## src/rtl/cap_timer16_pkg.sv

```systemverilog
package cap_timer16_pkg;
  localparam int unsigned BYTE_W = 8;

  typedef enum logic [2:0] {
    REG_CTRL   = 3'd0,
    REG_STAT   = 3'd1,
    REG_CNT_HI = 3'd2,
    REG_CNT_LO = 3'd3,
    REG_ALT_HI = 3'd4,
    REG_ALT_LO = 3'd5,
    REG_CAP_HI = 3'd6,
    REG_CAP_LO = 3'd7
  } reg_sel_e;

  // selected-edge detection: pol=1 rising, pol=0 falling
  function automatic logic edge_hit(input logic pol, input logic now_v, input logic prev_v);
    return pol ? (now_v & ~prev_v) : (~now_v & prev_v);
  endfunction
endpackage

```

## src/rtl/tm_counter.sv

```systemverilog
module tm_counter #(
  parameter int unsigned CNT_W = 16,
  parameter logic [CNT_W-1:0] RST_VAL = 16'hFFFC
) (
  input  logic             clk,
  input  logic             rst_n,
  input  logic             run,
  input  logic             hi_rd,
  input  logic             lo_rd,
  input  logic             stat_rd,
  input  logic             main_lo_rd,
  output logic [CNT_W-1:0] cnt,
  output logic [cap_timer16_pkg::BYTE_W-1:0] lo_view,
  output logic             ovf_flag,
  output logic             wrap
);
  import cap_timer16_pkg::*;
  localparam logic [CNT_W-1:0] ALL_ONES = {CNT_W{1'b1}};

  logic [BYTE_W-1:0] lo_buf;
  logic              lo_frozen;
  logic              ovf_arm;

  assign wrap = run && (cnt == ALL_ONES);

  always_ff @(posedge clk) begin
    if (!rst_n) cnt <= RST_VAL;
    else if (run) cnt <= cnt + 1'b1;
  end

  always_ff @(posedge clk) begin
    if (!rst_n) begin
      lo_buf    <= '0;
      lo_frozen <= 1'b0;
    end else if (hi_rd) begin
      lo_buf    <= cnt[BYTE_W-1:0];
      lo_frozen <= 1'b1;
    end else if (lo_rd) begin
      lo_frozen <= 1'b0;
    end
  end

  assign lo_view = lo_frozen ? lo_buf : cnt[BYTE_W-1:0];

  always_ff @(posedge clk) begin
    if (!rst_n) begin
      ovf_flag <= 1'b0;
      ovf_arm  <= 1'b0;
    end else begin
      if (stat_rd && ovf_flag) ovf_arm <= 1'b1;
      if (main_lo_rd && ovf_arm) begin
        ovf_flag <= 1'b0;
        ovf_arm  <= 1'b0;
      end
      if (wrap) ovf_flag <= 1'b1;
    end
  end
endmodule

```

## src/rtl/tm_capture.sv

```systemverilog
module tm_capture #(
  parameter int unsigned CNT_W       = 16,
  parameter int unsigned SYNC_STAGES = 2
) (
  input  logic             clk,
  input  logic             rst_n,
  input  logic             cap_raw,
  input  logic             pol,
  input  logic             run,
  input  logic [CNT_W-1:0] cnt,
  input  logic             hi_rd,
  input  logic             lo_rd,
  input  logic             stat_rd,
  output logic [CNT_W-1:0] cap_val,
  output logic             cap_flag,
  output logic             take,
  output logic             lock
);
  import cap_timer16_pkg::*;

  logic [SYNC_STAGES-1:0] sync_q;
  logic prev_q, hit, armed, flag_arm;

  for (genvar i = 0; i < SYNC_STAGES; i++) begin : g_sync
    always_ff @(posedge clk) begin
      if (!rst_n) sync_q[i] <= 1'b0;
      else if (i == 0) sync_q[i] <= cap_raw;
      else sync_q[i] <= sync_q[(i == 0) ? 0 : i-1];
    end
  end

  always_ff @(posedge clk) begin
    if (!rst_n) prev_q <= 1'b0;
    else prev_q <= sync_q[SYNC_STAGES-1];
  end

  assign hit  = edge_hit(pol, sync_q[SYNC_STAGES-1], prev_q);
  assign take = run && !lock && (hit || armed);

  always_ff @(posedge clk) begin
    if (!rst_n) armed <= 1'b0;
    else if (!run && hit && !lock) armed <= 1'b1;
    else if (take) armed <= 1'b0;
  end

  always_ff @(posedge clk) begin
    if (!rst_n) cap_val <= '0;
    else if (take) cap_val <= cnt;
  end

  always_ff @(posedge clk) begin
    if (!rst_n) lock <= 1'b0;
    else if (hi_rd) lock <= 1'b1;
    else if (lo_rd) lock <= 1'b0;
  end

  always_ff @(posedge clk) begin
    if (!rst_n) begin
      cap_flag <= 1'b0;
      flag_arm <= 1'b0;
    end else begin
      if (stat_rd && cap_flag) flag_arm <= 1'b1;
      if (lo_rd && flag_arm) begin
        cap_flag <= 1'b0;
        flag_arm <= 1'b0;
      end
      if (take) cap_flag <= 1'b1;
    end
  end
endmodule

```

## src/rtl/cap_timer16.sv

```systemverilog
module cap_timer16 #(
  parameter int unsigned CNT_W       = 16,
  parameter int unsigned SYNC_STAGES = 2,
  parameter logic [CNT_W-1:0] RST_VAL = 16'hFFFC
) (
  input  logic       clk,
  input  logic       rst_n,
  input  logic [2:0] sel,
  input  logic       rd_en,
  input  logic       wr_en,
  input  logic [7:0] wdata,
  output logic [7:0] rdata,
  input  logic       cap_in,
  input  logic       stop_i,
  output logic       irq_o
);
  import cap_timer16_pkg::*;
  localparam int unsigned HI_LSB = CNT_W - BYTE_W;

  logic             cap_ie, ovf_ie, pol_q;
  logic [CNT_W-1:0] cnt_q, cap_val;
  logic [BYTE_W-1:0] lo_view;
  logic             ovf_flag, cnt_wrap, cap_flag, cap_take, cap_lock;
  logic             run, ctrl_wr, stat_rd, cnt_hi_rd, cnt_lo_rd, alt_hi_rd, alt_lo_rd;
  logic             cap_hi_rd, cap_lo_rd;
  logic             unused_wbits;

  assign unused_wbits = ^wdata[7:3];
  assign run       = !stop_i;
  assign ctrl_wr   = wr_en && (sel == REG_CTRL);
  assign stat_rd   = rd_en && (sel == REG_STAT);
  assign cnt_hi_rd = rd_en && (sel == REG_CNT_HI);
  assign cnt_lo_rd = rd_en && (sel == REG_CNT_LO);
  assign alt_hi_rd = rd_en && (sel == REG_ALT_HI);
  assign alt_lo_rd = rd_en && (sel == REG_ALT_LO);
  assign cap_hi_rd = rd_en && (sel == REG_CAP_HI);
  assign cap_lo_rd = rd_en && (sel == REG_CAP_LO);

  always_ff @(posedge clk) begin
    if (!rst_n) begin
      cap_ie <= 1'b0;
      ovf_ie <= 1'b0;
    end else if (ctrl_wr) begin
      cap_ie <= wdata[0];
      ovf_ie <= wdata[1];
    end
  end

  // edge polarity is deliberately left untouched by reset
  always_ff @(posedge clk) begin
    if (ctrl_wr) pol_q <= wdata[2];
  end

  tm_counter #(.CNT_W(CNT_W), .RST_VAL(RST_VAL)) u_cnt (
    .clk(clk), .rst_n(rst_n), .run(run),
    .hi_rd(cnt_hi_rd || alt_hi_rd), .lo_rd(cnt_lo_rd || alt_lo_rd),
    .stat_rd(stat_rd), .main_lo_rd(cnt_lo_rd),
    .cnt(cnt_q), .lo_view(lo_view), .ovf_flag(ovf_flag), .wrap(cnt_wrap)
  );

  tm_capture #(.CNT_W(CNT_W), .SYNC_STAGES(SYNC_STAGES)) u_cap (
    .clk(clk), .rst_n(rst_n), .cap_raw(cap_in), .pol(pol_q), .run(run),
    .cnt(cnt_q), .hi_rd(cap_hi_rd), .lo_rd(cap_lo_rd), .stat_rd(stat_rd),
    .cap_val(cap_val), .cap_flag(cap_flag), .take(cap_take), .lock(cap_lock)
  );

  always_comb begin
    unique case (reg_sel_e'(sel))
      REG_CTRL:   rdata = {5'b0, pol_q, ovf_ie, cap_ie};
      REG_STAT:   rdata = {6'b0, ovf_flag, cap_flag};
      REG_CNT_HI,
      REG_ALT_HI: rdata = cnt_q[CNT_W-1:HI_LSB];
      REG_CNT_LO,
      REG_ALT_LO: rdata = lo_view;
      REG_CAP_HI: rdata = cap_val[CNT_W-1:HI_LSB];
      REG_CAP_LO: rdata = cap_val[BYTE_W-1:0];
      default:    rdata = '0;
    endcase
  end

  assign irq_o = (cap_flag && cap_ie) || (ovf_flag && ovf_ie);
endmodule

```

## config.mk

```make
export PLATFORM = sky130hd
export DESIGN_NAME = cap_timer16
export DESIGN_NICKNAME = d
export VERILOG_FILES = /design/src/rtl/cap_timer16_pkg.sv /design/src/rtl/tm_counter.sv /design/src/rtl/tm_capture.sv /design/src/rtl/cap_timer16.sv
export SDC_FILE = /design/constraint.sdc
export NUM_CORES = 1
export LEC_CHECK = 0
export CAP_MARGIN = 20
export CORE_ASPECT_RATIO = 1.75
export CORE_MARGIN = 4
export CORE_UTILIZATION = 56
export CTS_CLUSTER_SIZE = 28
export DETAILED_ROUTE_END_ITERATION = 16
export GPL_TIMING_DRIVEN = 1
export PLACE_DENSITY = 0.84
export SLEW_MARGIN = 20
export SYNTH_ARGS = -nofsm -noshare
export SYNTH_HDL_FRONTEND = slang
export SYNTH_SLANG_ARGS = --single-unit
export TNS_END_PERCENT = 1
```

## constraint.sdc

```tcl
create_clock -name clk -period 2.1 [get_ports clk]
set_input_delay 0.525 -clock clk [delete_from_list [all_inputs] [get_ports clk]]
set_output_delay 0.525 -clock clk [all_outputs]
set_load 0.02 [all_outputs]
```

==> flow_metrics.py, run 1 <==
metrics = {
    "timing": {
        "worst_pin_slew_ps": 553.4,
        "fmax_mhz": 471.5,
        "drv_slew": 0,
        "setup_ws_ps": -20.92,
        "clock_skew_ps": 4.192,
        "period_needed_ps": 2121,
        "fin_setup_tns_ps": -64.43,
        "rsz0062_at_grt": "true",
        "holdWs_ps": 457.7,
        "slew_headroom": 0.6311,
        "setup_viol": 4,
        "period_share": 1.010,
        "finalHoldViolCount": 0,
    },
    "detailed_routing": {
        "wl_per_cell_um": 17.04,
        "wl_um": 6800,
        "dr.first_iter.drc_count": 111,
        "ant_nets": 0,
        "first_pass_iters": 4,
        "drc": 0,
        "vias": 2389,
        "viasPerCell": 5.987,
    },
    "yosys": {
        "async_flop_share": 0,
        "synth_top_area_frac": 0.4061,
        "synth_top_family_by_area": "simple AND/OR/NAND/NOR gates",
        "ys_top_cells_by_area": "dfxtp_1, mux2i_1, nand3_1",
        "syn_area_per_cell_um2": 8.546,
        "synthSimpleGateAreaFrac": 0.2440,
        "synth.area.mux_share": 0.08736,
        "yosysWarnings": 0,
        "synth_xor_area_frac": 0.03367,
        "synth-seq-cells": 53,
        "yosysTopAreaCell": "dfxtp_1",
        "synthAdderAreaFrac": 0.004880,
        "netlist_instances": 300,
        "yosysSeqAreaShare": 0.4178,
        "synth_top_flop_cell": "dfxtp_1",
        "synth-edff-count": 1,
        "synth-compound-area-share": 0.1640,
        "ys_types": 53,
        "synthesis.area_um2": 2564,
        "synth_nets": 318,
    },
    "critical_path": {
        "startpoint_type": "flop",
        "critical_path_class": "reg -> out",
        "crit_required_ps": 1570,
        "end_kind": "primary output",
        "crit_start": "u_cnt.lo_frozen",
        "cp.arrival_ps": 1600,
        "reg2reg_from": "pol_q",
        "critPathMaxFanout": 4,
    },
    "floorplan": {
        "ios": 26,
        "start_util": 0.5821,
        "fp.dieArea_um2": 5767,
        "row_count": 32,
        "die_width_um": 59.15,
        "coreArea_um2": 4404,
        "die_h_um": 97.51,
    },
    "grt": {
        "grtUsageTotal": 0.2511,
        "grt_pass1_vias": 2467,
        "antenna_found_initial": 0,
        "grt_pass1_wl_um": 11180,
        "grt-ovfl-total": 0,
        "grt_max_degree": 34,
    },
    "final_layout": {
        "diodes": 0,
        "design_area_um2": 3279,
        "layout.nets": 365,
        "fillers": 305,
        "fin_cells": 399,
        "final_core_utilization": 0.7446,
        "multi_input_area_um2": 1479,
        "drive_gt1_frac": 0.2500,
        "register_area_um2": 1075,
        "final_common_cell": "dfxtp_1",
        "layout_common_cells": "dfxtp_1, buf_4, nand2_1, nand3_1, nor2_1",
        "area_growth_pct": 27.92,
    },
    "placement": {
        "gp_congestion": 0.9638,
        "pre_cts_slack_ps": -842.4,
        "place_hpwl_um": 4707,
        "portBuffers": 20,
        "place_area_um2": 3070,
        "placedCellCount": 388,
    },
    "pwr": {
        "peakVddDrop_mv": 0.6070,
        "p_leak_nw": 1.331,
        "power_density_nw_per_um2": 623.8,
        "finalPower_mw": 2.046,
    },
    "status": {
        "status": "finished, violations left",
        "failed_checks": "setup timing",
    },
    "worst_hold_path": {
        "hold_path.class": "reg -> reg",
        "min_from": "u_cap.cap_val[4]",
    },
    "clock_tree": {
        "clock_path_buffers": 2,
        "htreeDepth": 2,
        "cts_sinks": 53,
        "clkTransAtPathRegs_ps": 90,
        "tritoncts": "yes",
        "cts-root-buf": "clkbuf_8",
        "numCtsBuffers": 5,
        "clk_latency_ps": 310,
    },
    "run": {
        "drv_cap": 0,
    },
}
## registers in the layout (all words and copies together) (netlist names), 2 cells and up
name           count
u_cnt.lo_buf       8
u_cnt.cnt         16
u_cap.cap_val     16
u_cap.sync_q       2
## area by class of cell
| type | instances | share of cell area |
|---|---|---|
| Tap cell | 51 | 0.01946 |
| Sequential cell | 53 | 0.3277 |
| Timing Repair Buffer | 63 | 0.1698 |
| Multi-Input combinational cell | 220 | 0.4510 |
| Inverter | 4 | 0.004578 |
| Clock inverter | 3 | 0.006486 |
| Clock buffer | 5 | 0.02098 |
## worst paths after layout
path	end	slack, ps	cells after the start
worst max-delay path	rdata[5]	-20	5
worst min-delay path	u_cap.cap_val[4]	460	2
worst max register to register	u_cap.cap_val[14]	360	5
worst min register to register	u_cap.cap_val[4]	460	2
## cells in the mapped netlist (all sizes together) (4+ instances only)
master	count
a21oi	9
a221oi	5
a211oi	5
o21ai	23
xor2	5
clkbuf	10
nor3	4
nand2	32
buf	13
xnor2	4
nand2b	10
and2	5
nor2	24
inv	4
a31oi	5
nand3	26
mux2i	19
o31ai	4
dfxtp	52
## critical path, stage by stage (launching register included)
cell and delay, ps:
dfxtp_4 370, buf_6 110, mux2_2 350, o211ai_1 180, a31oi_1 110, buf_2 170
## power by group
part / internal, mW / switching (mW)
clock: 0.237 / 0.341
sequential: 1.04 / 0.0248
combinational: 0.188 / 0.211
total: 1.47 / 0.577
## repair_timing
item	in CTS	in global routing
setup endpoints to repair	8	8
setup buffers	1	0
gates resized for setup	64	17
hold buffers	0	0
endpoints found under the hold margin	0	0
pin swaps	4	4
cloned	1	0
## cells by family (layout without fill, tap and decap cells)
group                    Yosys count  in the layout
AND/OR/NAND/NOR                  123            123
multiplexers                      22             22
AO/OA/AOI/OAI                     65             65
buffers and inverters             27             75
XOR/XNOR                           9              9
flip-flops                        53             53
adder cells (fa/ha/maj)            1              1
## per-layer routing
| metal | vias to the layer above | global-route usage | wire (um) |
|---|---|---|---|
| met1 | 1137 | 0.2635 | 2466 |
| li1 | 1152 | - | - |
| met3 | 20 | 0.03590 | 323 |
| met2 | 80 | 0.4625 | 3755 |
| met5 | - | 0 | 0 |
| met4 | 0 | 0.1169 | 255 |
No activity file was read; power rests on OpenSTA's default activity.
==> run 2, diff against run 1 <==
--- a/config.mk
+++ b/config.mk
@@ -12,7 +12,7 @@
 export CTS_CLUSTER_SIZE = 28
 export DETAILED_ROUTE_END_ITERATION = 16
 export GPL_TIMING_DRIVEN = 1
-export PLACE_DENSITY = 0.84
+export PLACE_DENSITY = 0.79
 export SLEW_MARGIN = 20
 export SYNTH_ARGS = -nofsm -noshare
 export SYNTH_HDL_FRONTEND = slang
==> flow_metrics.py, run 2 (synthesized netlist as in run 1, its figures left out) <==
metrics = {
    "clock_tree": {
        "clkTransAtPathRegs_ps": 100,
        "post-cts-setup-buffers": 0,
        "hold_buffers": 0,
        "cts_sinks": 53,
        "numCtsBuffers": 5,
        "htreeDepth": 2,
        "clk_latency_ps": 310,
        "tritoncts": "yes",
        "cts-root-buf": "clkbuf_8",
        "clock_path_buffers": 2,
    },
    "timing": {
        "slew_headroom": 0.5650,
        "finalHoldViolCount": 0,
        "period_needed_ps": 2118,
        "period_share": 1.009,
        "worst_pin_slew_ps": 652.5,
        "drv_slew": 0,
        "rsz0062_at_grt": "true",
        "clock_skew_ps": 5.620,
        "setup_viol": 4,
        "fmax_mhz": 472.2,
        "setup_ws_ps": -17.88,
    },
    "floorplan": {
        "ios": 26,
        "start_util": 0.5821,
        "die_width_um": 59.15,
        "fp.dieArea_um2": 5767,
        "die_h_um": 97.51,
        "row_count": 32,
        "coreArea_um2": 4404,
    },
    "final_layout": {
        "layout_common_cells": "dfxtp_1, buf_4, nand2_1, nand3_1, nor2_1",
        "multi_input_area_um2": 1450,
        "drive_gt1_frac": 0.2336,
        "area_growth_pct": 27.87,
        "design_area_um2": 3278,
        "register_area_um2": 1072,
        "diodes": 0,
        "fillers": 348,
        "top_regs": "u_cap.cap_val x16, u_cnt.cnt x16, u_cnt.lo_buf x8",
        "fin_cells": 402,
        "final_common_cell": "dfxtp_1",
        "layout.nets": 368,
    },
    "pwr": {
        "p_leak_nw": 1.347,
        "power_density_nw_per_um2": 664.7,
        "peakVddDrop_mv": 0.7409,
        "finalPower_mw": 2.179,
    },
    "critical_path": {
        "crit_family": "flip-flops",
        "critPathMaxStageDelay_ps": 360,
        "critPathMaxFanout": 5,
        "cp.arrival_ps": 1590,
        "end_kind": "primary output",
        "path_buf_inv": 2,
        "cp_slowest_cell": "dfxtp_2",
        "crit_chain": "buf_6, mux2_2, o211ai_1, a31oi_1, buf_2",
        "startpoint_type": "flop",
        "crit_required_ps": 1570,
        "critical_path_class": "reg -> out",
    },
    "detailed_routing": {
        "vias": 2367,
        "wl_um": 6706,
        "first_pass_iters": 4,
        "ant_nets": 0,
        "dr.first_iter.drc_count": 97,
        "wl_per_cell_um": 16.68,
        "viasPerCell": 5.888,
        "drc": 0,
    },
    "placement": {
        "gp_congestion": 1.013,
        "place_area_um2": 3088,
        "place_hpwl_um": 4851,
        "pre_cts_slack_ps": -821.5,
        "portBuffers": 20,
        "placedCellCount": 392,
    },
    "status": {
        "failed_checks": "setup timing",
        "status": "finished, violations left",
    },
    "run": {
        "drv_cap": 0,
    },
    "grt": {
        "busiest_layer": "met2",
        "grtUsageTotal": 0.2523,
        "grt_pass1_vias": 2443,
        "grt_max_degree": 34,
        "antenna_found_initial": 0,
        "grt_use_met2": 0.4472,
        "grtUsageMet1": 0.2741,
        "grt-ovfl-total": 0,
        "grt_pass1_wl_um": 11250,
        "met3_usage": 0.03989,
    },
    "worst_hold_path": {
        "hold_path.class": "reg -> reg",
    },
}
run 2: cell count changes in the layout (fill, tap and decap cells not counted), moves of 2 or more:
cell      change
a221oi_1      +3
buf_4         +4
mux2i_1       +2
buf_2         +2
a221oi_2      -3
mux2i_2       -3
clkbuf_4      -2
run 2: power breakdown:
group / leakage (nW) / internal [mW] / total [mW] / switching (mW)
Clock: 0.0603 / 0.366 / 0.724 / 0.358
Sequential: 0.432 / 1.04 / 1.07 / 0.0236
Combinational: 0.854 / 0.181 / 0.387 / 0.206
run 2: path summary, 6_finish.rpt:
| path | start | endpoint | slack [ps] | cells after the start |
|---|---|---|---|---|
| worst max-delay path | u_cnt.lo_frozen | rdata[6] | -20 | 5 |
| worst min-delay path | u_cap.cap_val[6] | u_cap.cap_val[6] | 460 | 2 |
| worst max register to register | pol_q | u_cap.cap_flag | 290 | 5 |
| worst min register to register | u_cap.cap_val[6] | u_cap.cap_val[6] | 460 | 2 |
run 2: worst register-to-register path, delay by kind of cell, from the launching register on:
| family | cells | cell delay, ps |
|---|---|---|
| AOI/OAI and AO/OA | 2 | 640 |
| DFF | 1 | 430 |
| buffers and inverters | 2 | 390 |
| and+or+nand+nor | 1 | 240 |
run 2: area by class of cell:
class / instances / area share
multi-input cells: 220 / 0.4424
flip-flops and latches: 53 / 0.3271
repair buffers: 66 / 0.1702
clock buffers: 5 / 0.02099
well taps: 51 / 0.01947
clock inverters: 3 / 0.01527
inverters: 4 / 0.004580
run 2: stage by stage:
stage | hold WS [ps] | util | TNS, ps
after CTS | 459.7 | 0.7401 | -50.46
after detailed placement | 436.3 | 0.7011 | -7159
after floorplan | 411.9 | - | 0
after global routing | 475.2 | 0.7443 | -529.8
after global placement | 415.0 | 0.7011 | -6536
final | 456.4 | 0.7443 | -27.81
run 2: routing by layer:
metal,vias to the layer above,routed length [um]
met5,-,0
met4,0,270
met3,25,213
met2,61,3589
met1,1113,2632
li1,1168,-
run 2: repair_timing:
action | CTS | global route
pin swaps | 7 | 3
resized for setup | 66 | 3
endpoints found under the setup margin | 8 | 8
gates cloned | 1 | 0
